**config.mk**
```make
export PLATFORM = sky130hd
export DESIGN_NAME = galpat_bist
export DESIGN_NICKNAME = d
export VERILOG_FILES = /design/src/rtl/galpat_pkg.sv /design/src/rtl/galpat_seq.sv /design/src/rtl/galpat_cmp.sv /design/src/rtl/galpat_bist.sv
export SDC_FILE = /design/constraint.sdc
export NUM_CORES = 1
export LEC_CHECK = 0
export ABC_AREA = 1
export BUFFER_PORTS_ARGS = -buffer_cell sky130_fd_sc_hd__buf_2
export CORE_ASPECT_RATIO = 1.2
export CORE_UTILIZATION = 30
export DETAILED_ROUTE_END_ITERATION = 16
export GPL_ROUTABILITY_DRIVEN = 0
export PLACE_DENSITY = 0.56
export SYNTH_ARGS = -nofsm -noshare
export SYNTH_HDL_FRONTEND = slang
export SYNTH_SLANG_ARGS = --single-unit
```
**constraint.sdc**
```tcl
create_clock -name clk -period 1.51 [get_ports clk]
set_input_delay 0.302 -clock clk [delete_from_list [all_inputs] [get_ports clk]]
set_output_delay 0.302 -clock clk [all_outputs]
set_load 0.02 [all_outputs]
```
**src/rtl/galpat_pkg.sv**
```systemverilog
package galpat_pkg;

  typedef enum logic [2:0] {
    ST_IDLE,
    ST_CLEAR,
    ST_SET,
    ST_SCAN,
    ST_RESTORE,
    ST_DRAIN
  } gp_state_e;

endpackage

```
**src/rtl/galpat_seq.sv**
```systemverilog
module galpat_seq
  import galpat_pkg::*;
#(
  parameter int ADDR_W = 4,
  parameter int DATA_W = 8
) (
  input  logic              clk,
  input  logic              rst,
  input  logic              start,
  output logic              busy,
  output logic              done,
  output logic              mem_en,
  output logic              mem_we,
  output logic [ADDR_W-1:0] mem_addr,
  output logic [DATA_W-1:0] mem_wdata,
  output logic              chk_vld,
  output logic [DATA_W-1:0] chk_exp
);

  localparam int BIT_W = (DATA_W > 1) ? $clog2(DATA_W) : 1;
  localparam logic [ADDR_W-1:0] LAST_ADDR = {ADDR_W{1'b1}};
  localparam logic [BIT_W-1:0]  LAST_BIT  = BIT_W'(DATA_W - 1);

  gp_state_e         state;
  logic [ADDR_W-1:0] base_addr;
  logic [BIT_W-1:0]  base_bit;
  logic [ADDR_W-1:0] walk_addr;
  logic              drain_q;
  logic [DATA_W-1:0] base_word;

  logic              nxt_en, nxt_we, nxt_chk;
  logic [ADDR_W-1:0] nxt_addr;
  logic [DATA_W-1:0] nxt_wdata, nxt_exp;

  assign busy      = (state != ST_IDLE);
  assign base_word = DATA_W'(1) << base_bit;

  // Memory action chosen by the current state; registered onto the pins.
  always_comb begin
    nxt_en    = 1'b0;
    nxt_we    = 1'b0;
    nxt_chk   = 1'b0;
    nxt_addr  = '0;
    nxt_wdata = '0;
    nxt_exp   = '0;
    case (state)
      ST_CLEAR: begin
        nxt_en   = 1'b1;
        nxt_we   = 1'b1;
        nxt_addr = walk_addr;
      end
      ST_SET: begin
        nxt_en    = 1'b1;
        nxt_we    = 1'b1;
        nxt_addr  = base_addr;
        nxt_wdata = base_word;
      end
      ST_SCAN: begin
        nxt_en   = 1'b1;
        nxt_chk  = 1'b1;
        nxt_addr = walk_addr;
        nxt_exp  = (walk_addr == base_addr) ? base_word : '0;
      end
      ST_RESTORE: begin
        nxt_en   = 1'b1;
        nxt_we   = 1'b1;
        nxt_addr = base_addr;
      end
      default: ;
    endcase
  end

  always_ff @(posedge clk) begin
    if (rst) begin
      mem_en    <= 1'b0;
      mem_we    <= 1'b0;
      mem_addr  <= '0;
      mem_wdata <= '0;
      chk_vld   <= 1'b0;
      chk_exp   <= '0;
    end else begin
      mem_en    <= nxt_en;
      mem_we    <= nxt_we;
      mem_addr  <= nxt_addr;
      mem_wdata <= nxt_wdata;
      chk_vld   <= nxt_chk;
      chk_exp   <= nxt_exp;
    end
  end

  // Phase sequencing and base-cell walk.
  always_ff @(posedge clk) begin
    if (rst) begin
      state     <= ST_IDLE;
      base_addr <= '0;
      base_bit  <= '0;
      walk_addr <= '0;
      drain_q   <= 1'b0;
      done      <= 1'b0;
    end else begin
      done <= 1'b0;
      case (state)
        ST_IDLE: begin
          if (start) begin
            state     <= ST_CLEAR;
            base_addr <= '0;
            base_bit  <= '0;
            walk_addr <= '0;
          end
        end
        ST_CLEAR: begin
          walk_addr <= walk_addr + 1'b1;
          if (walk_addr == LAST_ADDR) state <= ST_SET;
        end
        ST_SET: begin
          state <= ST_SCAN;
        end
        ST_SCAN: begin
          walk_addr <= walk_addr + 1'b1;
          if (walk_addr == LAST_ADDR) state <= ST_RESTORE;
        end
        ST_RESTORE: begin
          if (base_bit == LAST_BIT) begin
            base_bit <= '0;
            if (base_addr == LAST_ADDR) begin
              state   <= ST_DRAIN;
              drain_q <= 1'b0;
            end else begin
              base_addr <= base_addr + 1'b1;
              state     <= ST_SET;
            end
          end else begin
            base_bit <= base_bit + 1'b1;
            state    <= ST_SET;
          end
        end
        ST_DRAIN: begin
          drain_q <= 1'b1;
          if (drain_q) begin
            state <= ST_IDLE;
            done  <= 1'b1;
          end
        end
        default: state <= ST_IDLE;
      endcase
    end
  end

  AST_WDATA_ONEHOT: assert property (@(posedge clk) disable iff (rst)
    mem_we |-> $onehot0(mem_wdata));

  AST_DONE_PULSE: assert property (@(posedge clk) disable iff (rst)
    done |=> !done);

endmodule

```
**src/rtl/galpat_cmp.sv**
```systemverilog
module galpat_cmp #(
  parameter int ADDR_W = 4,
  parameter int DATA_W = 8,
  parameter int BIT_W  = 3
) (
  input  logic              clk,
  input  logic              rst,
  input  logic              clr,
  input  logic              chk_vld,
  input  logic [DATA_W-1:0] chk_exp,
  input  logic [ADDR_W-1:0] chk_addr,
  input  logic [DATA_W-1:0] mem_rdata,
  output logic              fail,
  output logic [ADDR_W-1:0] fail_addr,
  output logic [DATA_W-1:0] fail_mask,
  output logic [BIT_W-1:0]  fail_bit
);

  logic              vld_d;
  logic [DATA_W-1:0] exp_d;
  logic [ADDR_W-1:0] addr_d;
  logic [DATA_W-1:0] diff;
  logic              mism;
  logic [BIT_W-1:0]  low_idx;

  // One stage delay lines the expectation up with the returned read data.
  always_ff @(posedge clk) begin
    if (rst) begin
      vld_d  <= 1'b0;
      exp_d  <= '0;
      addr_d <= '0;
    end else begin
      vld_d  <= chk_vld;
      exp_d  <= chk_exp;
      addr_d <= chk_addr;
    end
  end

  assign diff = exp_d ^ mem_rdata;
  assign mism = vld_d && (diff != '0);

  always_comb begin
    low_idx = '0;
    for (int i = DATA_W - 1; i >= 0; i--) begin
      if (diff[i]) low_idx = BIT_W'(i);
    end
  end

  always_ff @(posedge clk) begin
    if (rst || clr) begin
      fail      <= 1'b0;
      fail_addr <= '0;
      fail_mask <= '0;
      fail_bit  <= '0;
    end else if (mism && !fail) begin
      fail      <= 1'b1;
      fail_addr <= addr_d;
      fail_mask <= diff;
      fail_bit  <= low_idx;
    end
  end

  AST_FAIL_STICKY: assert property (@(posedge clk) disable iff (rst)
    (fail && !clr) |=> fail);

  AST_CAPTURE_HELD: assert property (@(posedge clk) disable iff (rst)
    (fail && !clr) |=> ($stable(fail_addr) && $stable(fail_mask) && $stable(fail_bit)));

endmodule

```
**src/rtl/galpat_bist.sv**
```systemverilog
module galpat_bist #(
  parameter int ADDR_W = 4,
  parameter int DATA_W = 8,
  parameter int BIT_W  = (DATA_W > 1) ? $clog2(DATA_W) : 1
) (
  input  logic              clk,
  input  logic              rst,
  input  logic              start,
  output logic              busy,
  output logic              done,
  output logic              fail,
  output logic [ADDR_W-1:0] fail_addr,
  output logic [DATA_W-1:0] fail_mask,
  output logic [BIT_W-1:0]  fail_bit,
  output logic              mem_en,
  output logic              mem_we,
  output logic [ADDR_W-1:0] mem_addr,
  output logic [DATA_W-1:0] mem_wdata,
  input  logic [DATA_W-1:0] mem_rdata
);

  logic              chk_vld;
  logic [DATA_W-1:0] chk_exp;
  logic              run_clr;

  assign run_clr = start && !busy;

  galpat_seq #(
    .ADDR_W (ADDR_W),
    .DATA_W (DATA_W)
  ) u_seq (
    .clk       (clk),
    .rst       (rst),
    .start     (start),
    .busy      (busy),
    .done      (done),
    .mem_en    (mem_en),
    .mem_we    (mem_we),
    .mem_addr  (mem_addr),
    .mem_wdata (mem_wdata),
    .chk_vld   (chk_vld),
    .chk_exp   (chk_exp)
  );

  galpat_cmp #(
    .ADDR_W (ADDR_W),
    .DATA_W (DATA_W),
    .BIT_W  (BIT_W)
  ) u_cmp (
    .clk       (clk),
    .rst       (rst),
    .clr       (run_clr),
    .chk_vld   (chk_vld),
    .chk_exp   (chk_exp),
    .chk_addr  (mem_addr),
    .mem_rdata (mem_rdata),
    .fail      (fail),
    .fail_addr (fail_addr),
    .fail_mask (fail_mask),
    .fail_bit  (fail_bit)
  );

  AST_RESET_IDLE: assert property (@(posedge clk)
    rst |=> (!busy && !done && !fail && !mem_en && !mem_we));

  AST_EN_IN_RUN: assert property (@(posedge clk) disable iff (rst)
    mem_en |-> busy);

endmodule

```
==> results.json <==
{
  "area.sequential_um2": 1369,
  "startpoint_type": "register",
  "dp_slack_ps": 21.29,
  "outcome": "finished clean",
  "synth_edf_count": 0,
  "yosys-top-cells-area": "dfxtp_1 49%, nand2_1 9.8%, inv_1 8.0%",
  "io_buffers": 42,
  "maxCapViolCount": 0,
  "antennaDiodeCount": 0,
  "synth_cell_types": 34,
  "coreArea_um2": 9081,
  "grt_max_degree": 21,
  "critPathKind": "reg -> out",
  "ys.flop_type": "dfxtp_1",
  "finalHoldViolations": 0,
  "clock_sinks": 68,
  "seq_area_frac_synth_pct": 48.51,
  "worstPathMaxFanout": 3,
  "finalClockSkew_ps": 7.010,
  "clockRootBuffer": "clkbuf_8",
  "die_h_um": 108.0,
  "r2r_start": "u_seq.state[0]",
  "yosysMostFrequentCell": "nand2_1",
  "clock_latency_ps": 350,
  "htreeDepth": 3,
  "drt_iter0_drc": 63,
  "rrSetupSlack_ps": 100,
  "multi_input_area_um2": 1156,
  "rows": 38,
  "cts_tree": "done",
  "nets": 441,
  "p_per_area_nw_per_um2": 1215,
  "final.setup.worst_slack_ps": 33.58,
  "reg2regPathDepth": 9,
  "clock.fmax_ghz": 0.6773,
  "viasPerCell": 4.254,
  "drt-wirelength-per-cell_um": 10.17,
  "dieArea_um2": 9747,
  "hpwl_mm": 4.155,
  "synth_top_area_cell": "dfxtp_1",
  "holdWs_ps": 278.2,
  "arrival_ps": 1170,
  "netlist_area_um2": 2806,
  "synth_common_cells": "73 x nand2_1, 68 x dfxtp_1, 60 x inv_1, 36 x nor2_1, 24 x a21oi_1",
  "setup_viol": 0,
  "grt_use_total_pct": 12.29,
  "setup.worst_path.end": "busy",
  "io_pins": 43,
  "hold_class": "in -> reg",
  "leakagePower_nw": 1.525,
  "syn_nets": 380,
  "firstDrtPassIters": 4,
  "routed_wl_mm": 5.562,
  "ant_nets": 0,
  "period_minus_slack_ps": 1476,
  "grt_pass1_vias": 2149,
  "timing.rr.end": "u_seq.base_addr[3]",
  "rsz0062_at_grt": "yes",
  "endpoint_kind": "primary output",
  "final_max_slew_viol_count": 0,
  "path_clk_slew_ps": 70,
  "nFillCells": 920,
  "cts_hold_buf": 0,
  "numCtsBuffers": 9,
  "slew_headroom_pct": 77.99,
  "vdd_drop_max_uv": 398.6,
  "syn2layout_area_growth_pct": 24.57,
  "drive_above_1_share_pct": 26.70,
  "cp-startpoint": "u_seq.state[1]",
  "clock_path_buffers": 2,
  "tightestPinTransition_ps": 327.6,
  "ys_warn_count": 0,
  "die_w_um": 90.30,
  "async_flop_share_pct": 0,
  "grt_pass1_wl_mm": 9.197,
  "syn_inst": 361,
  "required_ps": 1210,
  "gr-total-overflow": 0,
  "num_vias": 2327,
  "route.detailed.drc": 0,
  "hold_depth": 2,
  "finalCritPeriodShare_pct": 97.78,
  "avgSynthCellArea_um2": 7.774,
  "ys_ff_latch": 68,
  "synth_top_area_share_pct": 48.51,
  "grt_antenna_before_repair": 0,
  "finalPower_mw": 4.246,
  "start_util_pct": 30.90
}
where the power goes:
part	internal, mW	leakage (nW)	switching, mW
registers	1.86	0.551	0.0520
clock network	0.939	0.112	0.662
logic	0.266	0.862	0.468
total	3.06	1.52	1.18
layout make-up:
cell class	instances	share of cell area, %
sequential	68	39.16
multi-input combinational	216	33.07
timing repair buffer	60	9.878
inverter	67	7.266
clock buffer	13	5.118
tap	120	4.295
clock inverter	3	1.217
stage by stage:
stage	cell area [um^2]	setup TNS [ps]	utilization [%]	cells
after global routing	3496	-54.11	38.50	547
after CTS	3452	0	38.01	545
after floorplan	2806	0	-	361
final	3496	0	38.50	547
after detailed placement	3219	0	35.45	528
after global placement	3219	0	35.45	528
placed cells by master (no fill, tap or decap), types with 2 or more instances in the layout:
master    synthesis  routed
buf_2             3      42
xor2_1            2       2
ha_1              8       5
a22oi_1           2       2
dfxtp_2           0       6
nor3_1           16      15
buf_4             3      18
nand2_1          73      72
ha_2              0       3
a21oi_1          24      24
nor3_2            1       2
inv_2             5       6
nand3_1           7       7
o21ai_0           5       5
dfxtp_1          68      62
a21oi_2           5       5
inv_1            60      59
clkbuf_8          0      13
nand2_2           2       3
or2_1             6       6
nor2_4            4       4
nor2_2            2       3
nand4_1           2       2
a31oi_1           2       2
nor2_1           36      35
o21ai_1          12      12
flip-flops by register name, summed over array words and instances (netlist names), 3 cells and up:
signal	cells
u_cmp.exp_d	8
u_cmp.fail_mask	8
u_seq.chk_exp	8
u_seq.mem_wdata	8
u_cmp.addr_d	4
u_cmp.fail_addr	4
u_seq.base_addr	4
u_seq.mem_addr	4
u_seq.walk_addr	4
u_cmp.fail_bit	3
u_seq.base_bit	3
u_seq.state	3
metal layers:
layer / global-route usage (%) / part of all wire [%]
met4: 11.52 / 4.9
met2: 22.41 / 51
met1: 11.70 / 41
met5: 0 / 0
met3: 2.321 / 3.2
worst min path at each step:
| stage | start | endpoint | slack, ps |
|---|---|---|---|
| 3_3_place_gp | u_seq.chk_exp[4] | u_cmp.exp_d[4] | 390 |
| 3_5_place_dp | u_seq.chk_exp[4] | u_cmp.exp_d[4] | 390 |
| 2_1_floorplan | u_seq.chk_exp[0] | u_cmp.exp_d[0] | 390 |
| 4_1_cts | rst | u_seq.state[1] | 270 |
| 6_report | rst | u_seq.walk_addr[1] | 280 |
| 5_1_grt | rst | u_seq.state[1] | 290 |
logic make-up (layout without fill, tap and decap cells):
family,Yosys count,after routing,share of synthesized area [%]
adder cells (fa/ha/maj),8,8,3.567
AO/OA/AOI/OAI,52,52,10.34
flip-flops,68,68,48.51
XOR/XNOR,2,2,0.6243
buffers and inverters,77,143,11.19
AND/OR/NAND/NOR,154,154,25.77
critical path, stage by stage (launching register included):
cell and delay, ps:
dfxtp_2 350, nor2_4 120, inv_2 60, nor2_4 100
inv_1 40, buf_2 150
repair_timing:
action | in CTS | in global routing
buffers inserted | 1 | 2
resized for setup | 3 | 11
cloned | 0 | 0
pin swaps | 1 | 3
endpoints found under the setup margin | 1 | 10
No activity file was read; power rests on OpenSTA's default activity.
